<file path="config.mk">
export PLATFORM = sky130hd
export DESIGN_NAME = pbus_wr_ctrl
export DESIGN_NICKNAME = d
export VERILOG_FILES = /design/src/rtl/pbus_pkg.sv /design/src/rtl/pbus_phase_timer.sv /design/src/rtl/pbus_rst_gen.sv /design/src/rtl/pbus_width_mask.sv /design/src/rtl/pbus_seq.sv /design/src/rtl/pbus_wr_ctrl.sv
export SDC_FILE = /design/constraint.sdc
export NUM_CORES = 1
export LEC_CHECK = 0
export ABC_AREA = 1
export BUFFER_PORTS_ARGS = -buffer_cell sky130_fd_sc_hd__buf_2
export CAP_MARGIN = 0
export CORE_AREA = 2 2 104 106
export CTS_CLUSTER_DIAMETER = 40
export DETAILED_ROUTE_END_ITERATION = 16
export DIE_AREA = 0 0 106 108
export HOLD_SLACK_MARGIN = 0.05
export PLACE_DENSITY = 0.76
export SYNTH_ARGS = -nofsm -noshare
export SYNTH_HDL_FRONTEND = slang
export SYNTH_HIERARCHICAL = 1
export SYNTH_SLANG_ARGS = --single-unit
</file>
<file path="constraint.sdc">
create_clock -name clk -period 2.7 [get_ports clk]
set_clock_uncertainty 0.05 [all_clocks]
set_input_delay 0.54 -clock clk [delete_from_list [all_inputs] [get_ports clk]]
set_output_delay 0.54 -clock clk [all_outputs]
set_load 0.1 [all_outputs]
</file>
<file path="src/rtl/pbus_pkg.sv">
// Shared types for the parallel display bus write controller.
// Assumes mode codes 0..5 are legal and 6..7 are rejected.
package pbus_pkg;

    typedef enum logic [2:0] {
        ST_IDLE,
        ST_OPEN,
        ST_FETCH,
        ST_SETUP,
        ST_ACTIVE,
        ST_HOLD,
        ST_CLOSE
    } seq_state_t;

    typedef enum logic [1:0] {
        BW_8  = 2'd0,
        BW_9  = 2'd1,
        BW_16 = 2'd2
    } bus_width_t;

    typedef struct packed {
        logic       ok;
        logic       enable_style;
        bus_width_t width;
    } mode_info_t;

    // Decode the 3-bit mode into style, width and legality.
    function automatic mode_info_t decode_mode(input logic [2:0] m);
        mode_info_t r;
        r.ok           = 1'b1;
        r.enable_style = 1'b0;
        r.width        = BW_8;
        case (m)
            3'd0: r.width = BW_8;
            3'd1: r.width = BW_9;
            3'd2: r.width = BW_16;
            3'd3: begin r.enable_style = 1'b1; r.width = BW_8;  end
            3'd4: begin r.enable_style = 1'b1; r.width = BW_9;  end
            3'd5: begin r.enable_style = 1'b1; r.width = BW_16; end
            default: r.ok = 1'b0;
        endcase
        return r;
    endfunction

endpackage

</file>
<file path="src/rtl/pbus_phase_timer.sv">
// Down-counter that times one strobe phase.
// A load sets the phase length (0 treated as 1); done_o is high in the
// last cycle of the phase. Assumes the owner loads on every phase entry.
module pbus_phase_timer #(
    parameter int CNT_W = 8
) (
    input  logic             clk,
    input  logic             rst_n,
    input  logic             ld_i,
    input  logic [CNT_W-1:0] len_i,
    output logic             done_o
);
    logic [CNT_W-1:0] cnt_q;

    // Load the phase length minus one, then count down to zero.
    always_ff @(posedge clk) begin
        if (!rst_n) begin
            cnt_q <= '0;
        end else if (ld_i) begin
            cnt_q <= (len_i == '0) ? '0 : len_i - CNT_W'(1);
        end else if (cnt_q != '0) begin
            cnt_q <= cnt_q - CNT_W'(1);
        end
    end

    assign done_o = (cnt_q == '0);

    AST_TMR_RELOAD: assert property (@(posedge clk) disable iff (!rst_n)
        (ld_i && len_i > CNT_W'(1)) |=> !done_o) else $error("timer reload");
endmodule

</file>
<file path="src/rtl/pbus_rst_gen.sv">
// Panel reset pulse generator. Starts a pulse of len_i cycles (0 as 1)
// when req_i is seen while allow_i is high and no pulse is running.
module pbus_rst_gen #(
    parameter int RST_W = 16
) (
    input  logic             clk,
    input  logic             rst_n,
    input  logic             req_i,
    input  logic             allow_i,
    input  logic [RST_W-1:0] len_i,
    output logic             pulse_o
);
    logic [RST_W-1:0] cnt_q;
    logic             pulse_q;

    // Launch a pulse on a granted request and end it when the count expires.
    always_ff @(posedge clk) begin
        if (!rst_n) begin
            pulse_q <= 1'b0;
            cnt_q   <= '0;
        end else if (!pulse_q) begin
            if (req_i && allow_i) begin
                pulse_q <= 1'b1;
                cnt_q   <= (len_i == '0) ? '0 : len_i - RST_W'(1);
            end
        end else if (cnt_q == '0) begin
            pulse_q <= 1'b0;
        end else begin
            cnt_q <= cnt_q - RST_W'(1);
        end
    end

    assign pulse_o = pulse_q;

    AST_RST_GRANT: assert property (@(posedge clk) disable iff (!rst_n)
        $rose(pulse_q) |-> $past(req_i && allow_i)) else $error("reset grant");
    AST_RST_HOLD: assert property (@(posedge clk) disable iff (!rst_n)
        (pulse_q && cnt_q != '0) |=> pulse_q) else $error("reset hold");
endmodule

</file>
<file path="src/rtl/pbus_width_mask.sv">
// Clears the data bus bits above the selected width.
// Bits 0..7 always pass, bit 8 passes for 9 and 16 bits, the rest only for 16.
module pbus_width_mask
    import pbus_pkg::*;
#(
    parameter int BUS_W = 16
) (
    input  bus_width_t       width_i,
    input  logic [BUS_W-1:0] val_i,
    output logic [BUS_W-1:0] d_o
);
    for (genvar i = 0; i < BUS_W; i++) begin : g_bit
        if (i < 8) begin : g_low
            assign d_o[i] = val_i[i];
        end else if (i == 8) begin : g_ninth
            assign d_o[i] = val_i[i] & (width_i != BW_8);
        end else begin : g_high
            assign d_o[i] = val_i[i] & (width_i == BW_16);
        end
    end
endmodule

</file>
<file path="src/rtl/pbus_seq.sv">
// Transaction sequencer: opens chip select, runs the optional command
// transfer, then pulls data words through the handshake, timing each
// transfer as setup / active / hold. Assumes the phase timer is loaded by
// tmr_ld_o and reports done_o in the last cycle of each phase.
module pbus_seq
    import pbus_pkg::*;
#(
    parameter int CNT_W = 8,
    parameter int BUS_W = 16
) (
    input  logic             clk,
    input  logic             rst_n,
    input  logic             start_i,
    input  logic             blocked_i,
    input  logic [2:0]       mode_i,
    input  logic             cmd_present_i,
    input  logic [7:0]       cmd_i,
    input  logic             no_data_i,
    input  logic [CNT_W-1:0] t_setup_i,
    input  logic [CNT_W-1:0] t_active_i,
    input  logic [CNT_W-1:0] t_hold_i,
    input  logic             dat_valid_i,
    input  logic [BUS_W-1:0] dat_i,
    input  logic             dat_last_i,
    output logic             dat_ready_o,
    output logic             busy_o,
    output logic             err_o,
    output logic             cs_n_o,
    output logic             dc_o,
    output logic             wr_o,
    output logic             en_o,
    output logic [BUS_W-1:0] d_raw_o,
    output bus_width_t       width_o,
    output logic             tmr_ld_o,
    output logic [CNT_W-1:0] tmr_len_o,
    input  logic             tmr_done_i
);
    seq_state_t       state_q;
    mode_info_t       info;
    logic             en_style_q, cmd_q, nodata_q, last_q, err_q;
    logic             cs_n_q, dc_q, wr_q, en_q;
    logic [BUS_W-1:0] val_q, d_q;
    bus_width_t       width_q;
    logic [CNT_W-1:0] ts_q, ta_q, th_q;

    assign info = decode_mode(mode_i);

    // Select when the phase timer is loaded and with which length.
    always_comb begin
        tmr_ld_o  = 1'b0;
        tmr_len_o = ts_q;
        case (state_q)
            ST_OPEN:   if (cmd_q)       begin tmr_ld_o = 1'b1; tmr_len_o = ts_q; end
            ST_FETCH:  if (dat_valid_i) begin tmr_ld_o = 1'b1; tmr_len_o = ts_q; end
            ST_SETUP:  if (tmr_done_i)  begin tmr_ld_o = 1'b1; tmr_len_o = ta_q; end
            ST_ACTIVE: if (tmr_done_i)  begin tmr_ld_o = 1'b1; tmr_len_o = th_q; end
            default: ;
        endcase
    end

    // Main sequencer: state, bus pins and sampled transaction settings.
    always_ff @(posedge clk) begin
        if (!rst_n) begin
            state_q    <= ST_IDLE;
            en_style_q <= 1'b0;
            cmd_q      <= 1'b0;
            nodata_q   <= 1'b0;
            last_q     <= 1'b0;
            err_q      <= 1'b0;
            cs_n_q     <= 1'b1;
            dc_q       <= 1'b0;
            wr_q       <= 1'b1;
            en_q       <= 1'b0;
            val_q      <= '0;
            d_q        <= '0;
            width_q    <= BW_8;
            ts_q       <= '0;
            ta_q       <= '0;
            th_q       <= '0;
        end else begin
            err_q <= 1'b0;
            case (state_q)
                ST_IDLE: begin
                    if (start_i && !blocked_i) begin
                        if (!info.ok) begin
                            err_q <= 1'b1;
                        end else begin
                            state_q    <= ST_OPEN;
                            cs_n_q     <= 1'b0;
                            dc_q       <= !cmd_present_i;
                            wr_q       <= !info.enable_style;
                            en_style_q <= info.enable_style;
                            width_q    <= info.width;
                            cmd_q      <= cmd_present_i;
                            nodata_q   <= no_data_i;
                            last_q     <= 1'b0;
                            val_q      <= BUS_W'(cmd_i);
                            ts_q       <= t_setup_i;
                            ta_q       <= t_active_i;
                            th_q       <= t_hold_i;
                        end
                    end
                end
                ST_OPEN: begin
                    if (cmd_q) begin
                        state_q <= ST_SETUP;
                        if (en_style_q) en_q <= 1'b1;
                        else            wr_q <= 1'b0;
                    end else if (nodata_q) begin
                        state_q <= ST_CLOSE;
                    end else begin
                        state_q <= ST_FETCH;
                    end
                end
                ST_FETCH: begin
                    if (dat_valid_i) begin
                        val_q   <= dat_i;
                        last_q  <= dat_last_i;
                        state_q <= ST_SETUP;
                        if (en_style_q) en_q <= 1'b1;
                        else            wr_q <= 1'b0;
                    end
                end
                ST_SETUP: begin
                    if (tmr_done_i) begin
                        state_q <= ST_ACTIVE;
                        d_q     <= val_q;
                    end
                end
                ST_ACTIVE: begin
                    if (tmr_done_i) begin
                        state_q <= ST_HOLD;
                        if (en_style_q) en_q <= 1'b0;
                        else            wr_q <= 1'b1;
                    end
                end
                ST_HOLD: begin
                    if (tmr_done_i) begin
                        if (cmd_q) begin
                            cmd_q <= 1'b0;
                            if (nodata_q) begin
                                state_q <= ST_CLOSE;
                            end else begin
                                dc_q    <= 1'b1;
                                state_q <= ST_FETCH;
                            end
                        end else if (last_q) begin
                            state_q <= ST_CLOSE;
                        end else begin
                            state_q <= ST_FETCH;
                        end
                    end
                end
                ST_CLOSE: begin
                    cs_n_q  <= 1'b1;
                    wr_q    <= 1'b1;
                    dc_q    <= 1'b0;
                    state_q <= ST_IDLE;
                end
                default: state_q <= ST_IDLE;
            endcase
        end
    end

    assign dat_ready_o = (state_q == ST_FETCH);
    assign busy_o      = (state_q != ST_IDLE);
    assign err_o       = err_q;
    assign cs_n_o      = cs_n_q;
    assign dc_o        = dc_q;
    assign wr_o        = wr_q;
    assign en_o        = en_q;
    assign d_raw_o     = d_q;
    assign width_o     = width_q;

    AST_CS_IN_XFER: assert property (@(posedge clk) disable iff (!rst_n)
        (state_q inside {ST_SETUP, ST_ACTIVE, ST_HOLD}) |-> !cs_n_q) else $error("cs");
    AST_DC_CMD: assert property (@(posedge clk) disable iff (!rst_n)
        (state_q == ST_SETUP && cmd_q) |-> !dc_q) else $error("dc cmd");
    AST_DC_DATA: assert property (@(posedge clk) disable iff (!rst_n)
        (state_q == ST_SETUP && !cmd_q) |-> dc_q) else $error("dc data");
    AST_EN_UNUSED: assert property (@(posedge clk) disable iff (!rst_n)
        !en_style_q |-> !en_q) else $error("en in strobed style");
    AST_RW_WRITE: assert property (@(posedge clk) disable iff (!rst_n)
        (en_style_q && !cs_n_q) |-> !wr_q) else $error("rw select");
    AST_ERR_QUIET: assert property (@(posedge clk) disable iff (!rst_n)
        err_q |-> (cs_n_q && state_q == ST_IDLE)) else $error("err activity");
    AST_DATA_STABLE: assert property (@(posedge clk) disable iff (!rst_n)
        (state_q == ST_HOLD && $past(state_q) inside {ST_ACTIVE, ST_HOLD}) |-> $stable(d_q))
        else $error("data moved");
    AST_STALL: assert property (@(posedge clk) disable iff (!rst_n)
        (state_q == ST_FETCH && !dat_valid_i) |=> (state_q == ST_FETCH && !en_q && wr_q == !en_style_q))
        else $error("stall");
endmodule

</file>
<file path="src/rtl/pbus_wr_ctrl.sv">
// Top of the parallel display bus write controller: joins the sequencer,
// its phase timer, the panel reset generator and the width mask.
// Assumes start_i and rst_req_i are single-cycle requests from the host.
module pbus_wr_ctrl
    import pbus_pkg::*;
#(
    parameter int CNT_W = 8,
    parameter int BUS_W = 16,
    parameter int RST_W = 16
) (
    input  logic             clk,
    input  logic             rst_n,
    input  logic [2:0]       mode_i,
    input  logic             cmd_present_i,
    input  logic [7:0]       cmd_i,
    input  logic             no_data_i,
    input  logic [CNT_W-1:0] t_setup_i,
    input  logic [CNT_W-1:0] t_active_i,
    input  logic [CNT_W-1:0] t_hold_i,
    input  logic             start_i,
    input  logic             dat_valid_i,
    input  logic [BUS_W-1:0] dat_i,
    input  logic             dat_last_i,
    output logic             dat_ready_o,
    input  logic             rst_req_i,
    input  logic [RST_W-1:0] rst_len_i,
    output logic             busy_o,
    output logic             err_o,
    output logic             disp_cs_n_o,
    output logic             disp_dc_o,
    output logic             disp_wr_o,
    output logic             disp_rd_o,
    output logic             disp_en_o,
    output logic             disp_rst_o,
    output logic [BUS_W-1:0] disp_d_o
);
    logic             seq_busy, pulse, tmr_ld, tmr_done;
    logic [CNT_W-1:0] tmr_len;
    logic [BUS_W-1:0] d_raw;
    bus_width_t       width;

    pbus_seq #(.CNT_W(CNT_W), .BUS_W(BUS_W)) u_seq (
        .clk(clk), .rst_n(rst_n),
        .start_i(start_i), .blocked_i(pulse | rst_req_i),
        .mode_i(mode_i), .cmd_present_i(cmd_present_i), .cmd_i(cmd_i),
        .no_data_i(no_data_i),
        .t_setup_i(t_setup_i), .t_active_i(t_active_i), .t_hold_i(t_hold_i),
        .dat_valid_i(dat_valid_i), .dat_i(dat_i), .dat_last_i(dat_last_i),
        .dat_ready_o(dat_ready_o), .busy_o(seq_busy), .err_o(err_o),
        .cs_n_o(disp_cs_n_o), .dc_o(disp_dc_o), .wr_o(disp_wr_o), .en_o(disp_en_o),
        .d_raw_o(d_raw), .width_o(width),
        .tmr_ld_o(tmr_ld), .tmr_len_o(tmr_len), .tmr_done_i(tmr_done)
    );

    pbus_phase_timer #(.CNT_W(CNT_W)) u_tmr (
        .clk(clk), .rst_n(rst_n), .ld_i(tmr_ld), .len_i(tmr_len), .done_o(tmr_done)
    );

    pbus_rst_gen #(.RST_W(RST_W)) u_rst (
        .clk(clk), .rst_n(rst_n), .req_i(rst_req_i),
        .allow_i(!seq_busy), .len_i(rst_len_i), .pulse_o(pulse)
    );

    pbus_width_mask #(.BUS_W(BUS_W)) u_mask (
        .width_i(width), .val_i(d_raw), .d_o(disp_d_o)
    );

    assign busy_o     = seq_busy | pulse;
    assign disp_rst_o = pulse;
    assign disp_rd_o  = 1'b1;

    AST_BUSY_EXCL: assert property (@(posedge clk) disable iff (!rst_n)
        seq_busy |-> !pulse) else $error("reset during transaction");
    AST_NO_START_IN_PULSE: assert property (@(posedge clk) disable iff (!rst_n)
        pulse |=> disp_cs_n_o) else $error("start during reset pulse");
endmodule

</file>
Word-level counts from Yosys, hierarchy flattened
Cells that the tools add are included.
- bits in registers: 95
- input bits: 75
- output and inout bits: 25
- $add $sub $neg: 4
- equal/unequal tests: 24
- mux-type cells: 65
- bitwise operators: 10
- reductions and logical operators: 39
- operators by type and width (cell ; count):
    two-way mux 16 bit ; 7
    two-way mux 8 bit ; 5
    logical NOT 16 bit ; 2
    two-way mux 1 bit ; 32
    one-hot mux 16 bit (2 select lines) ; 1
    subtractor 16 x 1 -> 16 bit, second input constant ; 2
    two-way mux 3 bit ; 10
    one-hot mux 3 bit (6 select lines) ; 1
    logical NOT 8 bit ; 2
    one-hot mux 8 bit (2 select lines) ; 1
    subtractor 8 x 1 -> 8 bit, second input constant ; 2
    == test 3 bit, second input constant ; 5
    inequality test 2 bit, second input constant ; 7
    == test 3 x 2 -> 1 bit, second input constant ; 4
    AND reduction 6 bit ; 2
    nonzero test 2 bit ; 6
    inequality test 2 x 1 -> 1 bit, second input constant ; 5
    one-hot mux 1 bit (3 select lines) ; 3
    AND reduction 3 bit ; 3
    nonzero test 3 bit ; 3
    AND 1 bit ; 8
    AND reduction 4 bit ; 2
    nonzero test 8 bit ; 1
    AND reduction 7 bit ; 1
    other kinds (15) ; 27

Depth between registers and ports, before layout
- word-level depth: 7
- mapped depth: 20
- mapped depth without buffers: 19

Modules after synthesis
Netlist, hierarchy kept.
- by module, submodules not included (module ; times used ; cells each ; area an instance (um^2)):
    pbus_seq ; 1 ; 459 ; 3210.6
    pbus_rst_gen ; 1 ; 283 ; 1572.8
    pbus_phase_timer ; 1 ; 138 ; 762.0
    pbus_width_mask ; 1 ; 27 ; 133.9
    pbus_wr_ctrl ; 1 ; 7 ; 35.0

Worst setup path after synthesis
No wires, ideal clock.
- kind: reg2reg
- start: register u_tmr.cnt_q[0]
- end: register u_tmr.cnt_q[2]
- library setup time: 0.064 ns
- arrival time: 2.238 ns
- slack: 0.348 ns
- stages on the path, launching flop included: 21
- path buffers: 1
- path through: dfxtp_1 -> inv_1 -> ha_1 -> nand3_2 -> nor2_2 -> nand2_1 -> inv_1 -> nand2_2 -> inv_2 -> buf_6 -> nor2_1 -> a31oi_1 -> inv_1 -> ha_1 -> nand3_1 -> nor2_2 -> nor2_4 -> nand2_1 -> nand2_1 -> nand2_1 -> nor2_1
- cells in the longest elaborated chain, start to end: 6
- elaborated cells on any way between the ends: 14
- classes of those cells: add/sub: 2; mux: 8; reduce/logical: 4
- RTL lines (item ; line ; text):
    start: declaration ; pbus_phase_timer.sv:13 ; logic [CNT_W-1:0] cnt_q;
    start signal: assignment ; pbus_phase_timer.sv:20 ; cnt_q <= (len_i == '0) ? '0 : len_i - CNT_W'(1);
    start signal: assignment ; pbus_phase_timer.sv:22 ; cnt_q <= cnt_q - CNT_W'(1);
    logical NOT 8 bit (*) ; pbus_phase_timer.sv:26 ; assign done_o = (cnt_q == '0);
    net tmr_done ; pbus_wr_ctrl.sv:37 ; logic seq_busy, pulse, tmr_ld, tmr_done;
    two-way mux 8 bit (on tied branches) ; pbus_seq.sv:56, pbus_seq.sv:55 ;
    one-hot mux 8 bit (2 select lines) (*) ; pbus_seq.sv:52 ; case (state_q)
    net tmr_len[0] ; pbus_wr_ctrl.sv:38 ; logic [CNT_W-1:0] tmr_len;
    subtractor 8 x 1 -> 8 bit or logical NOT 8 bit (tied branches) ; pbus_phase_timer.sv:20 ;
    two-way mux 8 bit (*) ; pbus_phase_timer.sv:20 ;
    two-way mux 8 bit (*) ; pbus_phase_timer.sv:19 ; end else if (ld_i) begin
Mark *: on every way through the listed nets, which the timed path passes. The rest lies on a longest branch. The select of a mux whose other input is x is not followed.
A chain may end at the register's enable or synchronous reset.

Worst setup path after layout
- start: register u_tmr.cnt_q[0]
- end: register u_tmr.cnt_q[7]
The elaborated chain is that of the path after synthesis.

==> qor.txt <==
final setup fails - 0
sequential fraction of the synthesis area - 33.3%
Die Wd - 106 um
Die ar. - 0.0114 mm^2
Multi-input gate area - 0.00321 mm^2
final wirelength - 14100 um
gr ovfl total - 0
fin crit share - 91.4%
slowest CP cell - dfxtp_1
Synth top area share - 33.3%
drt first pass iters - 6
first-pass GRT wire length - 23700 um
CTS tree - built
crit-path cells - inv_2, ha_4, nand3_2, nor2_4, nand2_1, inv_1, nand2_2, clkinv_4, buf_4, a31oi_1, buf_4, nor2_2, nand2_1, o21ai_1, nand3_1, a21oi_1
layout cell share with drive strength beyond 1 - 18.6%
Register Area - 0.00190 mm^2
Switching Share - 49.5%
Max Clk Rate - 405 MHz
number of synthesized flops with an enable pin - 0
Hold WC Path Type - input port to register
worst path arrival time - 2720 ps
final RePlAce weighted congestion - 0.906
Netlist cell types - 39
top_reg_cell synth - dfxtp_1
switching power - 3.10 mW
crit-path max cell delay - 330 ps
Cells after Synth - 914
largest cells by area after synthesis - dfxtp_1, nand2_1, nor2_1
Critical Path RT - 2950 ps
Fill cells - 1001
post-synthesis register bit count - 95
Tmin final - 2470 ps
io pins - 100
final hold vios - 0
die height - 108 um
status - completed
total power - 6.25 mW
Core Util, Final - 63.1%
Worst-Skew Late Latency - 380 ps
Net Count, Synth - 995
Vias/cell - 5.08
HPWL after DPL - 10200 um
Initial Util - 55.9%
largest net degree at the start of global routing - 32
Seq pwr share - 31.8%
dominant cell type by area after synthesis - dfxtp_1
MaxCap Viol Count - 0
CTS Buffer Depth - 2
internal power - 3.15 mW
Worst Path Buf+Inv - 5
TritonCTS Sinks - 95
final layout net count - 1078
Clock Power Share - 15.3%
CP top delay family - simple AND/OR/NAND/NOR gates
Peak VDD IR - 496 uV
asr flop ratio synth - 0%
site row count - 37
area delta synth->final - 13.0%
syn_area_per_cell - 6.25 um^2
number of global-route vias before repair - 5186
Logic pwr share - 52.9%
Yosys warning total - 6
CP Launch Type - register
LEAKAGE - 3.08 nW
DR iter-0 viols - 368
Setup CP Type - register to register
via count - 5780
GRT Total Usage - 25.6%
Mapped Area - 0.00571 mm^2
Crit Path Max Fanout - 14
drc violations - 0
Ant. Diodes - 0
Clock transition at path regs - 100 ps
Non-Filler Instances - 1138
post-detailed-route count of antenna-violating nets - 0
Num CTS Buffers - 9
H-tree lvl count - 3
power per cell area - 967 mW/mm^2
Worst setup EP type - register
clock root cell - clkbuf_8
placed cell count - 1120
initial antenna violation count - 0
Routed wire per std cell - 12.4 um
core area - 0.0102 mm^2
IO Port Bufs - 98
Pins Over Slew Limit - 0
## worst reg2reg max path, stage by stage (launching register included)
cell and delay, ps:
dfxtp_1 330, inv_2 100, ha_4 170, nand3_2 120
nor2_4 120, nand2_1 100, inv_1 90, nand2_2 90
clkinv_4 110, buf_4 130, a31oi_1 120, buf_4 180
nor2_2 160, nand2_1 140, o21ai_1 160, nand3_1 90
a21oi_1 140
## cell families (layout without fill, tap and decap cells)
| kind of cell | count (synthesis) | after routing | share of synthesized area, % |
|---|---|---|---|
| compound gates | 128 | 128 | 11.8 |
| xor+xnor | 11 | 11 | 1.69 |
| fa+ha+maj | 6 | 6 | 1.31 |
| buf+inv | 133 | 221 | 11.0 |
| flops | 95 | 95 | 33.3 |
| other cells | 1 | 1 | 0.0656 |
| simple gates | 540 | 540 | 40.9 |
## layout make-up
type / count / area share, %
inverters: 91 / 5.42
multi-input cells: 686 / 49.8
well taps: 136 / 2.63
clock buffers: 10 / 2.13
clock inverters: 6 / 0.911
flip-flops and latches: 95 / 29.4
repair buffers: 114 / 9.69
## flip-flops by register name (all words and copies together) (netlist names), 2 cells and up
register,cells
u_rst/cnt_q,16
u_seq/d_raw_o,16
u_seq/state_q,3
u_seq/ta_q,8
u_seq/th_q,8
u_seq/ts_q,8
u_seq/val_q,16
u_seq/width_o,2
u_tmr/cnt_q,8
## cell usage after synthesis (all sizes together) (4+ instances only)
library cell and n:
nand2 235, buf 30, inv 89, xnor2 4, xor2 7, a21oi 50, dfxtp 95, a31oi 9
o21ai 66, nand4 9, nor3 10, nand3 88, clkbuf 12, nor2 195, ha 6
## path summary, 6_finish.rpt
| check | from | end | slack, ps | cells after the start |
|---|---|---|---|---|
| max | u_tmr/cnt_q[0] | u_tmr/cnt_q[7] | 230 | 16 |
| min | t_hold_i[2] | u_seq/th_q[2] | 330 | 3 |
| max reg2reg | u_tmr/cnt_q[0] | u_tmr/cnt_q[7] | 230 | 16 |
| min reg2reg | u_seq/en_o | u_seq/en_o | 410 | 2 |
## metrics by stage
step	cell area (um^2)	worst slack (ps)	hold slack (ps)	TNS, ps
after global routing	6460	-10.6	319	-10.6
after floorplan	5710	348	389	0
after CTS	6410	7.05	317	0
after detailed placement	6210	46.1	401	0
after global placement	6210	163	398	0
final	6460	232	330	0
## placed cells by master, fill, tap and decap left out, types with 8 or more instances in the layout
cell,n
nand2_2,14
o21ai_1,9
o21ai_0,55
nand2_1,221
a21oi_1,50
nor2_1,178
nand4_1,8
dfxtp_1,95
clkbuf_8,10
nand3_1,85
buf_2,97
nor2_2,10
inv_2,9
inv_1,78
nor3_1,8
buf_4,16
## metal layers
| metal | share of wire, % | vias up | GRT usage [%] |
|---|---|---|---|
| met4 | 1.2 | 0 | 8.18 |
| li1 | - | 3069 | - |
| met3 | 6.0 | 14 | 4.40 |
| met5 | 0 | - | 0 |
| met2 | 47 | 188 | 42.2 |
| met1 | 46 | 2509 | 34.3 |
## timing repair
action / CTS / global route
hold buffers: 0 / 0
gates resized for setup: 0 / 11
setup buffers: 0 / 2
endpoints found under the setup margin: 0 / 8
## power by group through the flow
stage	clock [mW]	sequential, mW	combinational, mW
2_1_floorplan	0	2.06	2.55
3_3_place_gp	0	2.00	3.19
3_5_place_dp	0	2.00	3.21
4_1_cts	0.970	1.98	3.23
5_1_grt	1.03	2.03	3.73
6_report	0.955	1.99	3.31
Power figures use the tool's default switching activity.
